File: src/rtl/ramp_avg_adc_ctrl.sv
module ramp_avg_adc_ctrl #(
  parameter int DAC_W  = 10,
  parameter int ACC_W  = 13,
  parameter int N_SAMP = 8
) (
  input  logic             clk,
  input  logic             rst_n,
  input  logic             start,
  input  logic             cmp_hi,
  output logic [DAC_W-1:0] dac_code,
  output logic [ACC_W-1:0] result,
  output logic             done
);
  localparam int SMP_W = $clog2(N_SAMP);
  localparam logic [DAC_W-1:0] DAC_MAX = {DAC_W{1'b1}};
  localparam logic [SMP_W-1:0] SMP_LAST = SMP_W'(N_SAMP - 1);
  localparam int ACC_LIM = N_SAMP * ((1 << DAC_W) - 1);

  typedef enum logic [1:0] {S_IDLE, S_RAMP, S_ADD} state_t;

  state_t           state, state_n;
  logic [DAC_W-1:0] dac_q;
  logic [SMP_W-1:0] smp_q;
  logic [ACC_W-1:0] acc_q;
  logic             done_q;

  wire go        = (state == S_IDLE) && start;
  wire ramp_stop = cmp_hi || (dac_q == DAC_MAX);
  wire dac_inc   = (state == S_RAMP) && !ramp_stop;
  wire dac_clr   = go || (state == S_ADD);
  wire smp_inc   = (state == S_ADD);
  wire smp_last  = (smp_q == SMP_LAST);
  wire [ACC_W-1:0] acc_d = go ? '0 : acc_q + {{(ACC_W-DAC_W){1'b0}}, dac_q};
  wire acc_en    = go || (state == S_ADD);

  always_comb begin
    state_n = state;
    case (state)
      S_IDLE:  if (start) state_n = S_RAMP;
      S_RAMP:  if (ramp_stop) state_n = S_ADD;
      S_ADD:   state_n = smp_last ? S_IDLE : S_RAMP;
      default: state_n = S_IDLE;
    endcase
  end

  always_ff @(posedge clk or negedge rst_n) begin
    if (!rst_n) begin
      state  <= S_IDLE;
      dac_q  <= '0;
      smp_q  <= '0;
      acc_q  <= '0;
      done_q <= 1'b0;
    end else begin
      state  <= state_n;
      done_q <= (state == S_ADD) && smp_last;
      if (dac_clr)      dac_q <= '0;
      else if (dac_inc) dac_q <= dac_q + 1'b1;
      if (go)           smp_q <= '0;
      else if (smp_inc) smp_q <= smp_q + 1'b1;
      if (acc_en)       acc_q <= acc_d;
    end
  end

  assign dac_code = dac_q;
  assign result   = acc_q;
  assign done     = done_q;

  p_ramp_step_r2: assert property (@(posedge clk) disable iff (!rst_n)
    (state == S_RAMP && !cmp_hi && dac_q != DAC_MAX) |=> (dac_q == $past(dac_q) + 1'b1));

  p_cap_stop_r4: assert property (@(posedge clk) disable iff (!rst_n)
    (state == S_RAMP && dac_q == DAC_MAX) |=> (state == S_ADD && dac_q == DAC_MAX));

  p_acc_bound_r5: assert property (@(posedge clk) disable iff (!rst_n)
    32'(acc_q) <= ACC_LIM);

  p_ramp_zero_r6: assert property (@(posedge clk) disable iff (!rst_n)
    (state == S_ADD) |=> (dac_q == '0));

  p_done_pulse_r7: assert property (@(posedge clk) disable iff (!rst_n)
    done_q |=> !done_q);

  p_hold_r8: assert property (@(posedge clk) disable iff (!rst_n)
    (state == S_IDLE && !start) |=> $stable(acc_q));

  p_busy_ignore_r8: assert property (@(posedge clk) disable iff (!rst_n)
    (state == S_RAMP && start) |=> (acc_q == $past(acc_q)));
endmodule

File: config.mk
export PLATFORM = sky130hd
export DESIGN_NAME = ramp_avg_adc_ctrl
export DESIGN_NICKNAME = d
export VERILOG_FILES = /design/src/rtl/ramp_avg_adc_ctrl.sv
export SDC_FILE = /design/constraint.sdc
export NUM_CORES = 1
export LEC_CHECK = 0
export BUFFER_PORTS_ARGS = -buffer_cell sky130_fd_sc_hd__buf_2
export CAP_MARGIN = 10
export CORE_ASPECT_RATIO = 0.9
export CORE_UTILIZATION = 55
export CTS_BUF_LIST = sky130_fd_sc_hd__clkbuf_2
export CTS_CLUSTER_SIZE = 10
export DETAILED_ROUTE_END_ITERATION = 10
export PLACE_DENSITY = 0.81
export RECOVER_POWER = 100
export SLEW_MARGIN = 20
export SYNTH_ARGS = -nofsm -noshare
export SYNTH_HDL_FRONTEND = slang
export SYNTH_SLANG_ARGS = --single-unit
File: constraint.sdc
create_clock -name clk -period 3.06 [get_ports clk]
set_input_delay 0.306 -clock clk [delete_from_list [all_inputs] [get_ports clk]]
set_output_delay 0.306 -clock clk [all_outputs]
set_load 0.01 [all_outputs]
---- Word-level counts from Yosys, hierarchy flattened ----
Index checks and enable logic that the tools add are counted.
storage, ports and cells
  flip-flop bits (word level) ............. 29
  output and inout port bits .............. 24
operators by class
  add/subtract/negate cells ............... 3
  eq/ne operators ......................... 6
  mux-type cells .......................... 9
  reductions and logical operators ........ 10
operators by type and width
  operator               count
  $mux 10                2
  $add 13x10->13         1
  $mux 13                1
  $add 10x1->10 const B  1
  $eq 10x10->1 const B   1
  $mux 3                 2
  $pmux 2 s3             1
  $mux 2                 2
  $ne 2x2->1 const B     2
  $reduce_bool 2->1      2
  $add 3x1->3 const B    1
  $eq 3x3->1 const B     1
  $logic_and 1x1->1      3
  $eq 2x1->1 const B     1
  $eq 2x2->1 const B     1
  $logic_not 2->1        1
  $logic_or 1x1->1       2
  $reduce_and 2->1       1
  $logic_not 1->1        1
  $mux 1                 1

---- Depth between registers and ports, before layout ----
Gate-level depths: netlist of the first run.
  depth in word-level cells ............... 6
  depth in mapped cells ................... 6
  depth with buffers taken out ............ 6

---- Worst setup path before layout of the first run ----
OpenSTA, ideal clock, no wires.
  path kind ............................... register to register
  start ................................... reg dac_q[0] (netlist: dac_code[0])
  end ..................................... reg acc_q[12] (netlist: result[12])
  library setup time ...................... 0.116 ns
  arrival ................................. 1.928 ns
  setup slack ............................. 1.016 ns
  stages on the path, launching flop included .. 7
  period minus slack after synthesis ...... 2.044 ns
  cell sequence ........................... dfrtp_1 -> ha_1 -> fa_1 -> a211oi_1 -> o211a_1 -> nor2_1 -> o311ai_0
between the ends
  word-level cells in the longest chain between the ends .. 2
RTL lines
  element                 RTL line  RTL
  from (decl)             22        logic [DAC_W-1:0] dac_q;
  from (signal assigned)  57        else if (dac_inc) dac_q <= dac_q + 1'b1;
  $add 13x10->13          33        wire [ACC_W-1:0] acc_d = go ? '0 : acc_q + {{(ACC_W-DAC_W){1'b0}}, dac_q};
  $mux 13                 33
  to (signal assigned)    51        acc_q <= '0;
  to (signal assigned)    60        if (acc_en) acc_q <= acc_d;
  to (decl)               24        logic [ACC_W-1:0] acc_q;
Every way passes these cells.
A chain may end at the register's enable or synchronous reset.

---- Final worst setup path of the first run ----
Ends and elaborated chain as after synthesis.

==> results.rst, run 1 <==
.. list-table::
   :header-rows: 1

   * - Metric
     - Value
   * - Core Rows
     - 19
   * - Cell with the largest stage delay on the worst path
     - dfrtp_1
   * - Number of warnings reported in the yosys synthesis log
     - 0
   * - Core region area
     - 3090 sq um
   * - Count of antenna-violating nets left after detailed routing
     - 0
   * - Lkg Pwr
     - 0.892 nW
   * - Max Freq
     - 433 MHz
   * - Max-capacitance violation count
     - 1
   * - Cell types occupying the most area after synthesis
     - dfrtp_1 40%, ha_1 9.0%, nand2_1 3.3%
   * - Count of buffers from port buffering
     - 27
   * - Power consumption
     - 1.05 mW
   * - Violations in the final reports
     - max-capacitance violations, max-slew violations
   * - Async S/R FF share, synth
     - 1.00
   * - Delay contributed by the slowest stage of the critical path
     - 0.48 ns
   * - Cell Area, Placed
     - 1980 sq um
   * - Worst flop-to-flop path startpoint
     - dac_code[0]$_DFFE_PN0P_
   * - Hold crit path type
     - in -> reg
   * - Type of element launching the critical path
     - flop
   * - Synth-to-layout area growth
     - 9.37%
   * - Average size of a mapped cell
     - 9.71 sq um
   * - Total power divided by cell area
     - 530 nW/um^2
   * - Proportion of synthesized area in mux cells
     - 0.0110
   * - Maximum vdd drop
     - 0.000397 V
   * - Detailed placement HPWL
     - 3.13 mm
   * - Number of enable-type register cells in the synthesized netlist
     - 0
   * - Fraction of layout instances using a drive strength above 1
     - 0.0415
   * - Setup tns final
     - 0 ns
   * - TritonCTS Sinks
     - 29
   * - Num ports
     - 28
   * - Starting density of the core
     - 0.587
   * - Overall overflow remaining after global route
     - 0
   * - Post-synthesis net count
     - 205
   * - Final setup vio count
     - 0
   * - Number of max-slew violations in the final report
     - 30
   * - Unrepaired setup endpoints after global routing
     - false
   * - Number of synthesized register bits
     - 29
   * - Number of iterations in the first detailed-routing pass
     - 5
   * - Insertion delay to the later sink of the worst-skew pair
     - 0.36 ns
   * - Final worst path period share
     - 0.755
   * - Number of different library cells in the post-synthesis netlist
     - 46
   * - Mean routed wirelength per cell
     - 16.7 um
   * - Actual transition at the worst max-transition pin
     - 1.58 ns
   * - Share of the synthesized area in compound gates (AO/OA/AOI/OAI)
     - 0.230
   * - Primary flip-flop cell chosen by synthesis mapping
     - dfrtp_1
   * - Worst setup path start
     - dac_code[0]$_DFFE_PN0P_
   * - DRC errors left
     - 0
   * - Via count of the first global-routing pass
     - 1,536
   * - Via-to-Cell Ratio
     - 6.34
   * - Largest family of logic cells by synthesized area
     - compound AO/OA/AOI/OAI gates
   * - Post-CTS Setup Inserts
     - 0
   * - Violation count after the first detailed-routing iteration
     - 94
   * - Cell type with the highest aggregate area in the netlist
     - dfrtp_1
   * - NumNets Final
     - 234
   * - Cell area after technology mapping
     - 1820 sq um
   * - Inserted Diodes
     - 0
   * - Worst setup margin
     - 0.750 ns
   * - Required time of the critical path
     - 3.32 ns
   * - CTS tree
     - done
   * - Worst setup path class
     - reg -> reg
   * - Data arrival at the endpoint of the critical path
     - 2.57 ns
   * - Min cycle time layout
     - 2.31 ns
   * - Routability Congestion
     - 0.933
   * - Critical Path Sink Type
     - flop
   * - H-tree depth
     - 2
   * - Final std cell area, no fill
     - 1990 sq um
   * - Clock Tree Buf Depth
     - 2
   * - Post-synthesis share of cell area spent on and, or, nand and nor gates
     - 0.206
   * - Synth Area in XOR/XNOR
     - 0.0338
   * - Min-Delay Startpoint
     - start
   * - Pin count of the biggest net entering global routing
     - 30
   * - Maximum fanout encountered on the critical timing path
     - 6
   * - TritonCTS buffer count
     - 5
   * - Total vias in the final route
     - 1,643
   * - Number of antenna violations at the first check in global routing
     - 0
   * - Pre-CTS setup slack
     - 0.785 ns
   * - GRT Overall Usage
     - 0.269
   * - Height of the die
     - 56.5 um
   * - Share of synthesized cell area in full adder, half adder and majority cells
     - 0.101
   * - Number of hold violations in the final report
     - 0
   * - Area of the die
     - 3530 sq um
   * - Status
     - finished with violations
   * - CTS Root Buffer Type
     - clkbuf_2
   * - Detailed Route WL
     - 4.32 mm
   * - Count of mapped cells out of synthesis
     - 187
   * - Sequential element share of the synthesized area
     - 0.400
   * - Crit path cell chain
     - ha_1 > fa_1 > a211oi_1 > o211a_1 > nor2_1 > o311ai_0
   * - Share of Yosys cell area claimed by the top area cell type
     - 0.400
   * - Wire length of the first global-routing pass
     - 7.28 mm
   * - Relative slew margins
     - -0.0555
   * - Worst clock skew
     - 0.0211 ns
   * - Clk slew on worst S/H paths
     - 0.16 ns
   * - Die boundary width
     - 62.6 um
[critical path: cells and delay by family (launching register included)]
| family | cells | cell delay [ns] |
|---|---|---|
| AO/OA/AOI/OAI | 3 | 0.97 |
| adder cells (fa/ha/maj) | 2 | 0.69 |
| flip-flops | 1 | 0.48 |
| AND/OR/NAND/NOR | 1 | 0.08 |
[Yosys cell counts, types with 4 or more instances]
cell      count
or4_1         5
xnor2_1       4
dfrtp_1      29
o31ai_1       4
o211ai_1      7
nand3_1       8
nor2_1       13
nand2_1      16
a22o_1        4
clkbuf_1      6
o21ai_0      10
ha_1         13
a21o_1        4
a211oi_1      4
a21oi_1      10
[per-layer routing]
layer	wire length, um	vias to the layer above	global-route usage
met1	1920	816	0.351
met5	0	-	0
met2	2170	41	0.439
met4	37	0	0.0864
met3	188	6	0.0650
li1	-	780	-
[report_power, final]
group          total [mW]  switching [mW]  internal (mW)
sequential          0.522          0.0814          0.440
combinational       0.346           0.217          0.129
clock               0.185           0.135         0.0500
total                1.05           0.434          0.619
[metrics by stage]
stage,util,std cells,hold WS (ns)
floorplan,-,187,0.0104
detailed placement,0.641,250,0.372
finish,0.643,259,0.256
CTS,0.656,259,0.243
global route,0.643,259,0.287
global placement,0.641,250,0.359
[sequential cells by signal (all words and copies together) (netlist names)]
| signal | cells |
|---|---|
| smp_q | 3 |
| result | 13 |
| dac_code | 10 |
| done | 1 |
| state | 2 |
[layout by cell type (no fill, tap or decap), types with 4 or more instances in the layout]
master     n
nand2_1   16
o21ai_0   11
a21oi_1   10
ha_1      13
clkbuf_1  25
o31ai_1    4
a22o_1     4
or4_1      5
a21o_1     4
nor2_1    13
a211oi_1   4
xnor2_1    4
clkbuf_2   5
dfrtp_1   29
o211ai_1   7
nand3_1    8
[kinds of logic after synthesis]
| kind of cell | Yosys count |
|---|---|
| adder cells (fa/ha/maj) | 14 |
| AO/OA/AOI/OAI | 58 |
| flip-flops | 29 |
| multiplexers | 2 |
| AND/OR/NAND/NOR | 68 |
| XOR/XNOR | 7 |
| buffers and inverters | 9 |
[area by class of cell]
class,instances,area (sq um)
fillers,285,1100
multi-input cells,149,1040
flip-flops and latches,29,726
repair buffers,28,114
well taps,42,52.6
clock buffers,5,25.0
clock inverters,3,12.5
inverters,3,11.3
[timing repair]
action                                 in CTS  in global routing
setup endpoints to repair                   0                  0
hold buffers                                1                  0
endpoints found under the hold margin      29                  0
resized for setup                           0                  0
[final timing paths]
kind                       depth (start not counted)                endpoint  slack (ns)
max in group asynchronous                          2    smp_q[1]$_DFFE_PN0N_        1.28
setup / recovery                                   6  result[12]$_DFFE_PN0N_        0.75
hold reg to reg                                    1    smp_q[0]$_DFFE_PN0N_        0.49
setup reg to reg                                   6  result[12]$_DFFE_PN0N_        0.75
min in group asynchronous                          2   result[7]$_DFFE_PN0N_        0.85
hold / removal                                     4  result[11]$_DFFE_PN0N_        0.26
No activity file was read; power rests on OpenSTA's default activity.
==> run 2: changes to the inputs <==
==> constraint.sdc (replaced) <==
create_clock -name clk -period 2.3 [get_ports clk]
set_input_delay 0.23 -clock clk [delete_from_list [all_inputs] [get_ports clk]]
set_output_delay 0.23 -clock clk [all_outputs]
set_load 0.01 [all_outputs]
==> results.rst, run 2 (synthesis gave the netlist of run 1 again) <==
.. list-table::
   :header-rows: 1

   * - Metric
     - Value
   * - Status
     - finished with violations (unchanged)
   * - Clk slew on worst S/H paths
     - 0.15 ns (was 0.16 ns)
   * - Worst flop-to-flop path startpoint
     - dac_code[0]$_DFFE_PN0P_ (unchanged)
   * - DRC errors left
     - 0 (unchanged)
   * - Largest register FFs
     - 13 (unchanged)
   * - Critical Path Sink Type
     - flop (unchanged)
   * - Num ports
     - 28 (unchanged)
   * - Cell with the largest stage delay on the worst path
     - or4_1 (was dfrtp_1)
   * - Insertion delay to the later sink of the worst-skew pair
     - 0.36 ns (about the same)
   * - Most congested layer reported by global routing
     - met2 (unchanged)
   * - Max-capacitance violation count
     - 1 (unchanged)
   * - CTS Root Buffer Type
     - clkbuf_2 (unchanged)
   * - Overall overflow remaining after global route
     - 0 (unchanged)
   * - Maximum vdd drop
     - 0.000593 V (was 0.000397 V)
   * - Via count of the first global-routing pass
     - 1,525 (was 1,536)
   * - Buffers and inverters on the worst path
     - 1 (was 0)
   * - Detailed placement HPWL
     - 2.94 mm (was 3.13 mm)
   * - Violation count after the first detailed-routing iteration
     - 84 (was 94)
   * - Delay contributed by the slowest stage of the critical path
     - 0.52 ns (was 0.48 ns)
   * - GR Layer Usage met1
     - 0.351 (about the same)
   * - NumNets Final
     - 235 (was 234)
   * - Actual transition at the worst max-transition pin
     - 1.57 ns (was 1.58 ns)
   * - Global-route track usage on met3
     - 0.0711 (was 0.0650)
   * - Relative slew margins
     - -0.0436 (was -0.0555)
   * - Min cycle time layout
     - 2.11 ns (was 2.31 ns)
   * - Total power divided by cell area
     - 693 nW/um^2 (was 530 nW/um^2)
   * - Wire length of the first global-routing pass
     - 7.12 mm (was 7.28 mm)
   * - Reg-to-reg slack, setup
     - 0.19 ns (was 0.75 ns)
   * - Most common cell after layout, fill and taps aside
     - dfrtp_1 (unchanged)
   * - Data arrival at the endpoint of the critical path
     - 2.39 ns (was 2.57 ns)
   * - Unrepaired setup endpoints after global routing
     - false (unchanged)
   * - Number of max-slew violations in the final report
     - 30 (unchanged)
   * - Count of buffers from port buffering
     - 27 (unchanged)
   * - Starting density of the core
     - 0.587 (unchanged)
   * - Commonest cells after routing, fill and taps aside
     - 29 x dfrtp_1, 25 x clkbuf_1, 16 x nand2_1 (unchanged)
   * - Height of the die
     - 56.5 um (unchanged)
   * - Number of hold violations in the final report
     - 0 (unchanged)
   * - Detailed Route WL
     - 4.16 mm (was 4.32 mm)
   * - Type of element launching the critical path
     - flop (unchanged)
   * - Core Rows
     - 19 (unchanged)
   * - Clock Tree Buf Depth
     - 2 (unchanged)
   * - Required time of the critical path
     - 2.58 ns (was 3.32 ns)
   * - H-tree depth
     - 2 (unchanged)
   * - Routability Congestion
     - 0.895 (was 0.933)
   * - Category of cells accounting for the largest share of critical-path delay
     - simple AND/OR/NAND/NOR gates (was compound AO/OA/AOI/OAI gates)
   * - Via-to-Cell Ratio
     - 6.29 (was 6.34)
   * - CTS tree
     - done (unchanged)
   * - Number of antenna violations at the first check in global routing
     - 0 (unchanged)
   * - End of the worst hold path
     - result[11]$_DFFE_PN0N_ (unchanged)
   * - Min-Delay Startpoint
     - start (unchanged)
   * - Mean routed wirelength per cell
     - 16.1 um (was 16.7 um)
   * - Fraction of layout instances using a drive strength above 1
     - 0.0507 (was 0.0415)
   * - Crit path cell chain
     - clkbuf_1 > ha_1 > and3_1 > a41o_1 > or4_1 > o21ai_0 (was ha_1 > fa_1 > a211oi_1 > o211a_1 > nor2_1 > o311ai_0)
   * - Worst setup path class
     - reg -> reg (unchanged)
   * - Register-to-Register Path Depth
     - 6 (unchanged)
   * - TritonCTS buffer count
     - 5 (unchanged)
   * - Setup tns final
     - 0 ns (unchanged)
   * - Max Freq
     - 474 MHz (was 433 MHz)
   * - Hold crit path type
     - in -> reg (unchanged)
   * - Number of iterations in the first detailed-routing pass
     - 4 (was 5)
   * - TritonCTS Sinks
     - 29 (unchanged)
   * - Total vias in the final route
     - 1,630 (was 1,643)
   * - Die boundary width
     - 62.6 um (unchanged)
   * - Count of antenna-violating nets left after detailed routing
     - 0 (unchanged)
   * - Violations in the final reports
     - max-capacitance violations, max-slew violations (unchanged)
   * - Worst setup path start
     - dac_code[0]$_DFFE_PN0P_ (unchanged)
   * - GRT Overall Usage
     - 0.262 (was 0.269)
   * - Inserted Diodes
     - 0 (unchanged)
   * - GR Util met2
     - 0.399 (was 0.439)
   * - Worst clock skew
     - 0.0164 ns (was 0.0211 ns)
   * - Pin count of the biggest net entering global routing
     - 30 (unchanged)
   * - Area of the die
     - 3530 sq um (unchanged)
   * - Maximum fanout encountered on the critical timing path
     - 15 (was 6)
   * - Worst flop-to-flop path endpoint
     - dac_code[5]$_DFFE_PN0P_ (was result[12]$_DFFE_PN0N_)
   * - Synth-to-layout area growth
     - 9.72% (was 9.37%)
   * - Final setup vio count
     - 0 (unchanged)
   * - Core region area
     - 3090 sq um (unchanged)
   * - Post-route worst hold slack
     - 0.178 ns (was 0.256 ns)
   * - Lkg Pwr
     - 0.897 nW (was 0.892 nW)
   * - Final worst path period share
     - 0.916 (was 0.755)
   * - Hold Path Cell Cnt
     - 4 (unchanged)
[run 2: final cells by class]
class	instances	area, sq um
Tap cell	42	52.6
Multi-Input combinational cell	149	1050
Clock buffer	6	30.0
Clock inverter	1	3.75
Fill cell	287	1100
Sequential cell	29	726
Inverter	3	11.3
Timing Repair Buffer	29	119
[run 2: metal layers]
metal	share of wire	routed length, um
met1	0.47	1940
met2	0.47	1940
met3	0.047	196
met4	0.019	78
met5	0	0
[run 2: how the worst max path moves through the flow]
stage / end / cells past startpoint / slack, ns
after floorplan: result[12]$_DFFE_PN0N_ / 6 / 0.26
after global placement: result[12]$_DFFE_PN0N_ / 6 / 0.21
after detailed placement: result[12]$_DFFE_PN0N_ / 6 / 0.16
after CTS: result[12]$_DFFE_PN0N_ / 6 / 0.13
after global routing: result[12]$_DFFE_PN0N_ / 6 / 0.04
final: dac_code[5]$_DFFE_PN0P_ / 6 / 0.19
[run 2: per-stage QoR]
| step | setup WS (ns) | utilization | cell area (sq um) | cells | total power [mW] |
|---|---|---|---|---|---|
| final | 0.192 | 0.645 | 1990 | 259 | 1.38 |
| after global routing | 0.0389 | 0.645 | 1990 | 259 | 1.49 |
| after CTS | 0.125 | 0.657 | 2030 | 259 | 1.41 |
| after detailed placement | 0.162 | 0.643 | 1990 | 251 | 1.17 |
| after global placement | 0.213 | 0.643 | 1990 | 251 | 1.14 |
| after floorplan | 0.256 | - | 1820 | 187 | 1.02 |
[run 2: power breakdown]
| part | switching, mW | internal (mW) | leakage [nW] |
|---|---|---|---|
| clock network | 0.171 | 0.0709 | 0.0265 |
| registers | 0.0937 | 0.586 | 0.388 |
| logic | 0.288 | 0.172 | 0.482 |
| total | 0.552 | 0.829 | 0.897 |
[run 2: what timing repair did]
| item | in CTS | in global routing |
|---|---|---|
| buffers inserted | 0 | 0 |
| hold buffers | 1 | 0 |
| endpoints found under the setup margin | 0 | 1 |
| gates resized for setup | 0 | 1 |
| endpoints found under the hold margin | 29 | 0 |
[run 2: tightest hold or removal path: stages]
cell	delay (ns)
buf_2	0.10
nand2_1	0.06
nand2_1	0.07
mux2i_1	0.06
